--- src/rtl/irq2_pkg.sv ---
package irq2_pkg;
   localparam int unsigned SRC_N = 6;
   localparam int unsigned IDX_W = 3;

   // fixed source slots; the index is also the polling rank
   typedef enum logic [IDX_W-1:0] {
      SRC_X0  = 3'd0,
      SRC_TM0 = 3'd1,
      SRC_X1  = 3'd2,
      SRC_TM1 = 3'd3,
      SRC_SER = 3'd4,
      SRC_TM2 = 3'd5
   } src_e;

   typedef struct packed {
      logic             hit;
      logic [IDX_W-1:0] idx;
      logic             lvl;
   } pick_t;
endpackage

--- src/rtl/irq2_ext_latch.sv ---
module irq2_ext_latch #(
   parameter int unsigned N_PIN = 2
) (
   input  logic             clk,
   input  logic             rst_n,
   input  logic [N_PIN-1:0] pin_n,
   input  logic [N_PIN-1:0] edge_mode,
   input  logic [N_PIN-1:0] clr,
   output logic [N_PIN-1:0] flag
);
   generate
      if (N_PIN < 1) begin : g_bad
         $error("irq2_ext_latch: N_PIN must be at least 1");
      end
   endgenerate

   logic [N_PIN-1:0] pin_q;

   for (genvar i = 0; i < N_PIN; i++) begin : g_pin
      always_ff @(posedge clk or negedge rst_n) begin
         if (!rst_n) begin
            pin_q[i] <= 1'b1;
            flag[i]  <= 1'b0;
         end else begin
            pin_q[i] <= pin_n[i];
            if (clr[i])
               flag[i] <= 1'b0;
            else if (edge_mode[i])
               flag[i] <= flag[i] | (pin_q[i] & ~pin_n[i]);
            else
               flag[i] <= ~pin_n[i];
         end
      end
   end
endmodule

--- src/rtl/irq2_ovf_flags.sv ---
module irq2_ovf_flags #(
   parameter int unsigned N_TMR = 2
) (
   input  logic             clk,
   input  logic             rst_n,
   input  logic [N_TMR-1:0] set,
   input  logic [N_TMR-1:0] clr,
   output logic [N_TMR-1:0] flag
);
   generate
      if (N_TMR < 1) begin : g_bad
         $error("irq2_ovf_flags: N_TMR must be at least 1");
      end
   endgenerate

   // a fresh overflow in the acknowledge cycle is kept
   always_ff @(posedge clk or negedge rst_n) begin
      if (!rst_n) flag <= '0;
      else        flag <= (flag & ~clr) | set;
   end
endmodule

--- src/rtl/irq2_pick.sv ---
module irq2_pick
   import irq2_pkg::*;
(
   input  logic [SRC_N-1:0] pend,
   input  logic [SRC_N-1:0] hi,
   input  logic [1:0]       svc,
   output pick_t            pick
);
   logic [SRC_N-1:0] elig_hi, elig_lo;

   always_comb begin
      elig_hi = svc[1] ? '0 : (pend & hi);
      elig_lo = (svc != 2'b00) ? '0 : (pend & ~hi);
      pick    = '0;
      // scan downward so the lowest index is the last writer
      for (int k = SRC_N - 1; k >= 0; k--) begin
         if (elig_lo[k]) begin
            pick.hit = 1'b1;
            pick.idx = IDX_W'(k);
            pick.lvl = 1'b0;
         end
      end
      for (int k = SRC_N - 1; k >= 0; k--) begin
         if (elig_hi[k]) begin
            pick.hit = 1'b1;
            pick.idx = IDX_W'(k);
            pick.lvl = 1'b1;
         end
      end
   end
endmodule

--- src/rtl/irq2_svc.sv ---
module irq2_svc (
   input  logic       clk,
   input  logic       rst_n,
   input  logic       take,
   input  logic       take_lvl,
   input  logic       ret,
   output logic [1:0] svc
);
   logic [1:0] after_ret;

   always_comb begin
      after_ret = svc;
      if (ret) begin
         if (svc[1]) after_ret[1] = 1'b0;
         else        after_ret[0] = 1'b0;
      end
   end

   always_ff @(posedge clk or negedge rst_n) begin
      if (!rst_n)    svc <= 2'b00;
      else if (take) svc <= after_ret | (take_lvl ? 2'b10 : 2'b01);
      else           svc <= after_ret;
   end
endmodule

--- src/rtl/irq2_ctrl.sv ---
module irq2_ctrl
   import irq2_pkg::*;
#(
   parameter int unsigned ADDR_W     = 16,
   parameter int unsigned VEC_BASE   = 3,
   parameter int unsigned VEC_STRIDE = 8
) (
   input  logic              clk,
   input  logic              rst_n,
   input  logic              master_en,
   input  logic [5:0]        src_en,
   input  logic [5:0]        src_hi,
   input  logic [1:0]        ext_n,
   input  logic [1:0]        ext_edge,
   input  logic [1:0]        tmr_ovf,
   input  logic              ser_req,
   input  logic              t2_req,
   input  logic              last_cycle,
   input  logic              ret_or_cfg,
   input  logic              irq_ack,
   input  logic              irq_ret,
   output logic              irq_req,
   output logic [ADDR_W-1:0] irq_vec,
   output logic [1:0]        insvc
);
   localparam longint unsigned TOP_VEC = longint'(VEC_BASE) + longint'(VEC_STRIDE) * (SRC_N - 1);
   localparam logic [ADDR_W-1:0] BASE_L   = ADDR_W'(VEC_BASE);
   localparam logic [ADDR_W-1:0] STRIDE_L = ADDR_W'(VEC_STRIDE);

   generate
      if (ADDR_W < 8 || ADDR_W > 32) begin : g_bad_w
         $error("irq2_ctrl: ADDR_W out of range");
      end
      if (TOP_VEC >= (64'd1 << ADDR_W)) begin : g_bad_vec
         $error("irq2_ctrl: vector table does not fit ADDR_W");
      end
      if (VEC_STRIDE == 0) begin : g_bad_stride
         $error("irq2_ctrl: VEC_STRIDE must be nonzero");
      end
   endgenerate

   logic [1:0]       ext_flag, ovf_flag, ext_clr, ovf_clr;
   logic [SRC_N-1:0] flags, pend;
   pick_t            pick;
   logic             allowed, take;

   irq2_ext_latch #(.N_PIN(2)) u_ext (
      .clk(clk), .rst_n(rst_n), .pin_n(ext_n), .edge_mode(ext_edge),
      .clr(ext_clr), .flag(ext_flag)
   );

   irq2_ovf_flags #(.N_TMR(2)) u_ovf (
      .clk(clk), .rst_n(rst_n), .set(tmr_ovf), .clr(ovf_clr), .flag(ovf_flag)
   );

   always_comb begin
      flags          = '0;
      flags[SRC_X0]  = ext_flag[0];
      flags[SRC_TM0] = ovf_flag[0];
      flags[SRC_X1]  = ext_flag[1];
      flags[SRC_TM1] = ovf_flag[1];
      flags[SRC_SER] = ser_req;
      flags[SRC_TM2] = t2_req;
      pend           = master_en ? (flags & src_en) : '0;
   end

   irq2_pick u_pick (.pend(pend), .hi(src_hi), .svc(insvc), .pick(pick));

   assign allowed = last_cycle & ~ret_or_cfg;
   assign irq_req = pick.hit & allowed;
   assign irq_vec = irq_req ? (BASE_L + STRIDE_L * ADDR_W'(pick.idx)) : '0;
   assign take    = irq_ack & irq_req;

   // hardware clearing applies only to the pin and overflow slots
   assign ext_clr[0] = take && (pick.idx == SRC_X0);
   assign ext_clr[1] = take && (pick.idx == SRC_X1);
   assign ovf_clr[0] = take && (pick.idx == SRC_TM0);
   assign ovf_clr[1] = take && (pick.idx == SRC_TM1);

   irq2_svc u_svc (
      .clk(clk), .rst_n(rst_n), .take(take), .take_lvl(pick.lvl),
      .ret(irq_ret), .svc(insvc)
   );
endmodule

--- config.mk ---
export PLATFORM = sky130hd
export DESIGN_NAME = irq2_ctrl
export DESIGN_NICKNAME = d
export VERILOG_FILES = /design/src/rtl/irq2_pkg.sv /design/src/rtl/irq2_ext_latch.sv /design/src/rtl/irq2_ovf_flags.sv /design/src/rtl/irq2_pick.sv /design/src/rtl/irq2_svc.sv /design/src/rtl/irq2_ctrl.sv
export SDC_FILE = /design/constraint.sdc
export NUM_CORES = 1
export LEC_CHECK = 0
export ABC_AREA = 1
export BUFFER_PORTS_ARGS = -buffer_cell sky130_fd_sc_hd__buf_2
export CAP_MARGIN = 30
export CORE_MARGIN = 3
export CORE_UTILIZATION = 33
export DETAILED_ROUTE_END_ITERATION = 6
export SYNTH_ARGS = -nofsm -noshare
export SYNTH_HDL_FRONTEND = slang
export SYNTH_SLANG_ARGS = --single-unit
export TNS_END_PERCENT = 30
--- constraint.sdc ---
create_clock -name clk -period 2.1 [get_ports clk]
set_clock_uncertainty 0.2 [all_clocks]
set_input_delay 0.42 -clock clk [delete_from_list [all_inputs] [get_ports clk]]
set_output_delay 0.42 -clock clk [all_outputs]
set_load 0.005 [all_outputs]
==> impl_metrics.yaml <==
worst_setup_path:
  cp.depth: 11
  endpoint_kind: "output port"
  cpMaxStageDelayCell: "dfrtp_1"
  max_stage_delay_ns: 0.40
  rr_worst_depth: 14
  required_ns: 1.48
  path_max_fanout: 5
  critPathTopFamily: "simple AND/OR/NAND/NOR gates"
  crit_chain: "inv_2, nand2_4, nor2_2, nand2_1, buf_4, o21ai_1, nand3_1, nand2_1, nand3_1, nor2_1, buf_2"
  critPathKind: "reg2out"
  path_buf_inv: 3
  worstPathArrival_ns: 1.71
  critPathLaunchType: "flop"
synthesis:
  syn_inst: 124
  synth_common_cells: "nand2_1, nor2_1, buf_4"
  synthFlopType: "dfrtp_1"
  synth.cell_area_um2: 774
  avgSynthCellArea_um2: 6.25
  synth-edff-count: 0
  synth_area_leader_cell: "dfrtp_1"
  ys_seq_area_frac: 0.262
  synth_top_area_share: 0.194
  yosysWarningCount: 0
  synth_cell_types: 20
  synthTopCellsByArea: "dfrtp_1, nand2_1, buf_4, nor2_1, dfstp_2"
  synth_seq_cells: 8
  synth_most_common_cell: "nand2_1"
  async_reset_ff_frac: 1.00
clock_network:
  cts_made_buffers: 3
  clkSlewWorstSetupHoldPaths_ns: 0.06
  h-tree-depth: 1
  cts_tree: "built"
  clock_path_buffers: 2
  clock_latency_ns: 0.26
  cts_sinks: 8
  cts-root-buf: "clkbuf_4"
final_layout:
  drive_gt1_frac: 0.420
  n_antenna_cell: 0
  nets: 203
  area_growth_pct: 39.1
  fin_area_um2: 1080
  fin_cells: 201
  final_util: 0.517
power_and_ir_drop:
  p_total_mw: 0.498
  power_density_nw_per_um2: 462
  power.leakage_nw: 0.633
  ir_drop_uv: 294
floorplan:
  rows: 16
  initial_utilization: 0.372
  io_pins: 46
  die_h_um: 54.4
  core_um2: 2080
  fp.dieW_um: 54.4
  die-area_um2: 2960
route:
  vias: 864
  first_pass_iters: 4
  wl_per_cell_um: 9.43
  ant_nets: 0
  remaining_drc_errors: 0
  viasPerCell: 4.30
  first_iter_violations: 30
  routed_wl_um: 1900
timing:
  finalHoldViolCount: 0
  finalCriticalPeriod_ns: 2.33
  fmax_mhz: 430
  setup_ws_ns: -0.226
  final_max_slew_viol_count: 0
  setup_violations: 6
  rsz0062_at_grt: "true"
  fin_crit_sh: 1.11
  holdWs_ns: 0.0701
job:
  drv_cap: 0
global_routing:
  grt_pass1_vias: 771
  grt_pass1_wl_um: 2950
  grt_overflow_total: 0
  grt_antenna_before_repair: 0
  grt_max_degree: 9
  grt_usage: 0.134
place:
  dp_hpwl_um: 1640
  gp_congestion: 0.787
  dp.cells: 194
  io_buffers: 34
  place_area_um2: 1010
outcome:
  status: "complete, but fails checks"
  violations: "setup timing"
min_path:
  whs_path_depth: 1
  hp-class: "in2reg"
[registers in the layout, summed over array words and instances (netlist names)]
register and flops:
u_ext.flag 2, u_ext.pin_q 2, u_ovf.flag 2, u_svc.svc 2
[power by group]
group / total (mW) / switching [mW] / internal (mW)
sequential: 0.171 / 0.00551 / 0.166
clock: 0.120 / 0.0545 / 0.0656
combinational: 0.206 / 0.108 / 0.0987
[timing repair]
action	CTS	global route
hold endpoints to repair	6	0
endpoints found under the setup margin	6	8
hold buffers	1	0
resized for setup	3	1
pin swaps	1	2
buffers inserted	0	3
[layer usage]
layer,vias up,wire length (um),track usage
met5,-,0,0
met4,0,12,0.0373
met3,2,157,0.0191
met2,34,869,0.231
met1,367,854,0.173
li1,461,-,-
[layout by cell type, fill, tap and decap left out, drive strengths merged, types with 2 or more instances in the layout]
cell / instances
dfrtp: 6
dfstp: 2
nor2: 26
clkbuf: 3
o21ai: 2
nand2: 40
conb: 11
and2: 2
a21oi: 7
buf: 49
nand3: 7
inv: 14
[logic make-up after synthesis]
group / count (synthesis) / synth area share
other cells: 1 / 0.00484
buf+inv: 28 / 0.199
simple gates: 76 / 0.457
compound gates: 11 / 0.0775
flops: 8 / 0.262
[cell type report]
cell class / count / area, um2
Sequential cell: 8 / 203
Tap cell: 27 / 33.8
Inverter: 15 / 57.6
Clock buffer: 3 / 22.5
Multi-Input combinational cell: 98 / 468
Timing Repair Buffer: 50 / 293
Fill cell: 228 / 1000
[worst paths after layout]
| path | end | slack, ns | startpoint |
|---|---|---|---|
| worst max-delay path | irq_vec[5] | -0.23 | u_svc.svc[1] |
| worst min-delay path | u_ext.pin_q[0] | 0.07 | ext_n[0] |
| worst max register to register | u_ovf.flag[1] | 0.13 | u_svc.svc[1] |
| worst min register to register | u_ovf.flag[0] | 0.28 | u_ovf.flag[0] |
| max in group asynchronous | u_ext.pin_q[1] | 1.13 | rst_n |
| min in group asynchronous | u_ext.flag[0] | 0.33 | rst_n |
[worst reg2reg max path: cells and delay by family (launching register included)]
kind	cells	cell delay (ns)
compound gates	1	0.13
buf+inv	3	0.33
simple gates	10	0.81
flops	1	0.40
[stage by stage]
step                      setup slack [ns]  setup TNS, ns
after floorplan                     0.0926              0
after global placement             -0.0395        -0.0770
after detailed placement           -0.0349        -0.0671
after CTS                           -0.210         -0.922
after global routing                -0.455          -2.37
final                               -0.226          -1.15
No activity file was read; power rests on OpenSTA's default activity.
